`src/rtl/sse_pkg.sv`:
```
package sse_pkg;

   typedef enum logic [1:0] {
      WL_8   = 2'd0,
      WL_16  = 2'd1,
      WL_32  = 2'd2,
      WL_32B = 2'd3
   } wlen_e;

   function automatic int unsigned word_bits(input logic [1:0] code);
      case (wlen_e'(code))
         WL_8:    return 8;
         WL_16:   return 16;
         default: return 32;
      endcase
   endfunction

endpackage

```
`src/rtl/sse_baud.sv`:
```
module sse_baud #(
   parameter int DIV_W = 9
) (
   input  logic             clk,
   input  logic             rst_n,
   input  logic             run,
   input  logic             load,
   input  logic             active,
   input  logic [DIV_W-1:0] div_in,
   output logic             half_end
);

   logic [DIV_W-1:0] div_q;
   logic [DIV_W-1:0] cnt_q;

   always_ff @(posedge clk or negedge rst_n) begin
      if (!rst_n) begin
         div_q <= '0;
         cnt_q <= '0;
      end else if (!run) begin
         cnt_q <= '0;
      end else if (load) begin
         div_q <= div_in;
         cnt_q <= div_in;
      end else if (active) begin
         cnt_q <= (cnt_q == '0) ? div_q : cnt_q - 1'b1;
      end
   end

   assign half_end = run & active & (cnt_q == '0);

endmodule

```
`src/rtl/sse_tx_shift.sv`:
```
module sse_tx_shift #(
   parameter int MAX_W = 32,
   parameter int SH_W  = 6
) (
   input  logic             clk,
   input  logic             rst_n,
   input  logic             load,
   input  logic             shift,
   input  logic [MAX_W-1:0] data_in,
   input  logic [SH_W-1:0]  shamt,
   output logic             mosi
);

   logic [MAX_W-1:0] sh_q;

   always_ff @(posedge clk or negedge rst_n) begin
      if (!rst_n) begin
         sh_q <= '0;
      end else if (load) begin
         sh_q <= data_in << shamt;
      end else if (shift) begin
         sh_q <= {sh_q[MAX_W-2:0], 1'b0};
      end
   end

   assign mosi = sh_q[MAX_W-1];

endmodule

```
`src/rtl/sse_rx_shift.sv`:
```
module sse_rx_shift #(
   parameter int MAX_W = 32
) (
   input  logic             clk,
   input  logic             rst_n,
   input  logic             clr,
   input  logic             sample,
   input  logic             finish,
   input  logic             miso,
   output logic [MAX_W-1:0] rx_data,
   output logic             rx_push
);

   logic [MAX_W-1:0] sh_q;
   logic [MAX_W-1:0] word_now;

   always_comb begin
      word_now = sample ? {sh_q[MAX_W-2:0], miso} : sh_q;
   end

   always_ff @(posedge clk or negedge rst_n) begin
      if (!rst_n) begin
         sh_q    <= '0;
         rx_data <= '0;
         rx_push <= 1'b0;
      end else begin
         rx_push <= finish;
         if (finish) rx_data <= word_now;
         if (clr) sh_q <= '0;
         else if (sample) sh_q <= {sh_q[MAX_W-2:0], miso};
      end
   end

endmodule

```
`src/rtl/spi_shift_engine.sv`:
```
module spi_shift_engine #(
   parameter int MAX_W = 32,
   parameter int DIV_W = 9
) (
   input  logic             clk,
   input  logic             rst_n,
   input  logic             on_en,
   input  logic             master_mode,
   input  logic             auto_ss,
   input  logic             cpol,
   input  logic             cke,
   input  logic             smp,
   input  logic [1:0]       wlen,
   input  logic [DIV_W-1:0] brg,
   input  logic             tx_valid,
   input  logic [MAX_W-1:0] tx_data,
   output logic             tx_pop,
   output logic [MAX_W-1:0] rx_data,
   output logic             rx_push,
   input  logic             miso,
   output logic             sck,
   output logic             mosi,
   output logic             ss_n,
   output logic             busy
);

   localparam int HALF_W = $clog2(2 * MAX_W);
   localparam int SH_W   = $clog2(MAX_W) + 1;

   generate
      if (MAX_W < 32) begin : g_bad_width
         $error("MAX_W must hold a 32-bit word");
      end
      if (DIV_W < 1) begin : g_bad_div
         $error("DIV_W must be at least 1");
      end
   endgenerate

   logic              run;
   logic              start;
   logic              half_end;
   logic              word_end;
   logic              active_q;
   logic [HALF_W-1:0] half_q;
   logic [1:0]        wl_q;
   logic              cpol_q, cke_q, smp_q;
   logic [HALF_W:0]   nbits_q;
   logic [HALF_W-1:0] last_half;
   logic [SH_W-1:0]   shamt;

   assign run       = on_en & master_mode;
   assign nbits_q   = (HALF_W+1)'(sse_pkg::word_bits(wl_q));
   assign last_half = HALF_W'({nbits_q, 1'b0} - 1'b1);
   assign word_end  = half_end & (half_q == last_half);
   assign start     = run & tx_valid & (~active_q | word_end);
   assign shamt     = SH_W'(MAX_W - int'(sse_pkg::word_bits(wlen)));

   always_ff @(posedge clk or negedge rst_n) begin
      if (!rst_n) begin
         active_q <= 1'b0;
         half_q   <= '0;
         wl_q     <= '0;
         cpol_q   <= 1'b0;
         cke_q    <= 1'b0;
         smp_q    <= 1'b0;
      end else if (!run) begin
         active_q <= 1'b0;
         half_q   <= '0;
      end else if (start) begin
         active_q <= 1'b1;
         half_q   <= '0;
         wl_q     <= wlen;
         cpol_q   <= cpol;
         cke_q    <= cke;
         smp_q    <= smp;
      end else if (word_end) begin
         active_q <= 1'b0;
      end else if (half_end) begin
         half_q   <= half_q + 1'b1;
      end
   end

   sse_baud #(.DIV_W(DIV_W)) u_baud (
      .clk      (clk),
      .rst_n    (rst_n),
      .run      (run),
      .load     (start),
      .active   (active_q),
      .div_in   (brg),
      .half_end (half_end)
   );

   sse_tx_shift #(.MAX_W(MAX_W), .SH_W(SH_W)) u_tx (
      .clk     (clk),
      .rst_n   (rst_n),
      .load    (start),
      .shift   (half_end & half_q[0]),
      .data_in (tx_data),
      .shamt   (shamt),
      .mosi    (mosi)
   );

   sse_rx_shift #(.MAX_W(MAX_W)) u_rx (
      .clk     (clk),
      .rst_n   (rst_n),
      .clr     (start),
      .sample  (half_end & (half_q[0] == smp_q)),
      .finish  (word_end),
      .miso    (miso),
      .rx_data (rx_data),
      .rx_push (rx_push)
   );

   assign sck    = active_q ? (cpol_q ^ half_q[0] ^ ~cke_q) : cpol;
   assign ss_n   = ~(auto_ss & active_q);
   assign busy   = active_q;
   assign tx_pop = start;

endmodule

```
`config.mk`:
```
export PLATFORM = sky130hd
export DESIGN_NAME = spi_shift_engine
export DESIGN_NICKNAME = d
export VERILOG_FILES = /design/src/rtl/sse_pkg.sv /design/src/rtl/sse_baud.sv /design/src/rtl/sse_tx_shift.sv /design/src/rtl/sse_rx_shift.sv /design/src/rtl/spi_shift_engine.sv
export SDC_FILE = /design/constraint.sdc
export NUM_CORES = 1
export LEC_CHECK = 0
export ABC_AREA = 0
export BUFFER_PORTS_ARGS = -buffer_cell sky130_fd_sc_hd__buf_2
export CAP_MARGIN = 20
export CORE_ASPECT_RATIO = 0.5
export CORE_UTILIZATION = 45
export DETAILED_ROUTE_END_ITERATION = 8
export PLACE_DENSITY_LB_ADDON = 0.2
export SLEW_MARGIN = 10
export SYNTH_ARGS = -nofsm -noshare
export SYNTH_HDL_FRONTEND = slang
export SYNTH_SLANG_ARGS = --single-unit
export TNS_END_PERCENT = 50
```
`constraint.sdc`:
```
create_clock -name clk -period 4.7 [get_ports clk]
set_clock_uncertainty 0.15 [all_clocks]
set_input_delay 0.235 -clock clk [delete_from_list [all_inputs] [get_ports clk]]
set_output_delay 0.235 -clock clk [all_outputs]
set_load 0.01 [all_outputs]
```
==> qor.txt <==
synthesized area: 5730 um2
synth warn: 0
outcome: finished clean
Pleak: 3.69 nW
PD cells: 416 nW/um2
top cell type's share of synthesized area: 0.555
setup TNS: 0 ps
DR iter-0 viols: 297
TritonCTS clock tree: built
pin count of the biggest net entering global routing: 81
FP Rows: 28
clk sinks: 127
multi-input logic area: 2320 um2
Filler Cells Inserted: 1096
GPL Wtd Cong: 0.841
Mapped Cells: 603
final setup fails: 0
max cap viols: 0
Seq/Total Area, Yosys: 0.555
DRC Markers: 0
CTS H-tree depth: 4
Max Clock Freq: 271 MHz
number of routed nets with antenna violations: 0
Peak VDD IR: 0.241 mV
Final Hold Fails: 0
Synth top cells by count: nand2_1 (151), dfrtp_1 (127), nor2_1 (48)
PortBufs: 90
Tcrit/Tclk final: 0.785
critical path peak fanout: 42
crit start category: flop
post-synthesis average cell area: 9.50 um2
RSZ-0062 raised after global routing: no
Data required, critical path: 4320 ps
gr usage total: 0.221
Area contributors post-synth: dfrtp_1 (55%), nand2_1 (9.9%), mux2i_1 (7.2%)
max-slew violations: 0
initial core utilization: 0.473
Hold/Removal Path Class: in2reg
Die ar.: 13200 um2
Post-synth EDFFs: 0
Die X: 162 um
initial antenna violation count: 0
core area: 12100 um2
cts bufs inserted: 17
vias per cell: 5.35
final worst path period need: 3690 ps
clock slew at reported path FFs: 60 ps
Distinct cells, synth: 42
first-pass GRT wire length: 22600 um
Chip Height: 81.8 um
critical-path cell list: inv_1, ha_1, or4b_1, or4_1, o21a_2, inv_2, buf_2
Routed Wire Length: 13300 um
wire per inst: 15.1 um
Clock Path Buffers: 2
Syn Nets: 658
ys async rst share: 1.00
Critical Path AT: 3300 ps
Max stage delay cell, worst path: or4b_1
vias in the first global route: 4651
area grow syn2layout: 25.8%
slew of the pin with the lowest slew margin: 1020 ps
cell accounting for the most synthesized area: dfrtp_1
Ant. Diodes: 0
CTS resizes: 0
WS Path Type: reg2out
# IOs: 91
FF+latch count, synth: 127
Rel. slew slack: 0.318
Clk Latency, worst-skew pair: 410 ps
via count: 4717
NumNets Final: 760
Sequential Area: 3180 um2
1st-pass router iterations: 6
ys flop type: dfrtp_1
dpl hpwl: 8210 um
grt total ovfl: 0
CP peak stage delay: 610 ps
most frequent cell after synthesis: nand2_1
layout cells sized above 1: 0.185
CP endpoint kind: output port
Root Buffer Master: clkbuf_16
hold_ws: 7.00 ps
==> layout make-up <==
class,instances,area share
clock inverters,14,0.0319
inverters,8,0.00417
multi-input cells,424,0.323
flip-flops and latches,127,0.441
well taps,165,0.0286
repair buffers,127,0.113
clock buffers,17,0.0590
==> metrics by stage <==
step	cells	power (mW)	setup WS (ps)	util	cell area, um2
floorplan	603	1.44	1900	-	5730
global placement	820	1.53	1450	0.515	6240
detailed placement	820	1.53	1360	0.515	6240
CTS	881	3.02	1020	0.593	7190
global route	882	3.13	811	0.595	7210
finish	882	3.00	1010	0.595	7210
==> cell usage in the layout (no fill, tap or decap), types with 3 or more instances in the layout <==
cell / synthesis / final
nand2_1: 151 / 150
dfrtp_1: 127 / 127
buf_2: 6 / 89
nor2_1: 48 / 48
mux2i_1: 41 / 41
o21ai_0: 39 / 39
a31oi_1: 31 / 31
dlygate4sd3_1: 0 / 30
a21oi_1: 24 / 24
clkbuf_16: 0 / 17
nand3_1: 16 / 15
a211oi_1: 10 / 10
nor3_1: 8 / 8
a221oi_1: 8 / 8
inv_1: 7 / 7
buf_4: 2 / 7
o2111ai_1: 5 / 5
inv_6: 0 / 5
bufinv_16: 0 / 5
xor2_1: 4 / 4
nor4_1: 4 / 4
xnor2_1: 4 / 4
or4_1: 3 / 3
or3_1: 3 / 3
o311ai_0: 3 / 3
==> logic make-up (layout without fill, tap and decap cells) <==
family,count (synthesis),after routing,synth area share
adder cells (fa/ha/maj),2,2,0.00437
flip-flops,127,127,0.555
AO/OA/AOI/OAI,130,130,0.141
XOR/XNOR,8,8,0.0122
multiplexers,41,41,0.0716
buffers and inverters,52,166,0.0408
AND/OR/NAND/NOR,243,243,0.175
==> flip-flops by register name, summed over array words and instances, names as in the netlist <==
register	count
wl_q	2
u_baud.cnt_q	9
u_rx.sh_q	32
u_rx.rx_push	1
u_rx.rx_data	32
cke_q	1
u_tx.sh_q	32
u_baud.div_q	9
half_q	6
cpol_q	1
smp_q	1
busy	1
==> layer usage <==
| layer | vias to the layer above | part of all wire | routed length [um] | track usage |
|---|---|---|---|---|
| met1 | 2277 | 0.48 | 6400 | 0.297 |
| met2 | 124 | 0.46 | 6150 | 0.354 |
| met3 | 14 | 0.045 | 602 | 0.0505 |
| met5 | - | 0 | 0 | 0 |
| met4 | 0 | 0.013 | 170 | 0.0849 |
| li1 | 2302 | - | - | - |
==> worst max-delay path, delay by kind of cell (launching register included) <==
family          cells  cell delay, ps
fa+ha+maj           1             190
compound gates      1             220
buf+inv             3             870
flops               1             430
simple gates        2            1170
==> path summary, 6_finish.rpt <==
| check | from | end | slack [ps] | cells after the start |
|---|---|---|---|---|
| setup reg to reg | u_baud.cnt_q[0] | u_rx.rx_data[30] | 1260 | 7 |
| min in group asynchronous | rst_n | u_tx.sh_q[11] | 330 | 3 |
| hold reg to reg | u_baud.div_q[8] | u_baud.div_q[8] | 310 | 2 |
| setup / recovery | u_baud.cnt_q[0] | tx_pop | 1010 | 7 |
| max in group asynchronous | rst_n | u_rx.sh_q[29] | 3300 | 3 |
| hold / removal | tx_data[9] | u_tx.sh_q[9] | 7 | 3 |
==> report_power, final <==
part	internal [mW]	total [mW]	switching, mW
Combinational	0.130	0.297	0.167
Clock	0.952	1.46	0.512
Sequential	1.18	1.24	0.0595
Total	2.26	3.00	0.738
==> what timing repair did <==
action                    4_1_cts  5_1_grt
setup buffers                   0        0
hold buffers                   30        0
hold endpoints to repair      165        0
Power figures use the tool's default switching activity.
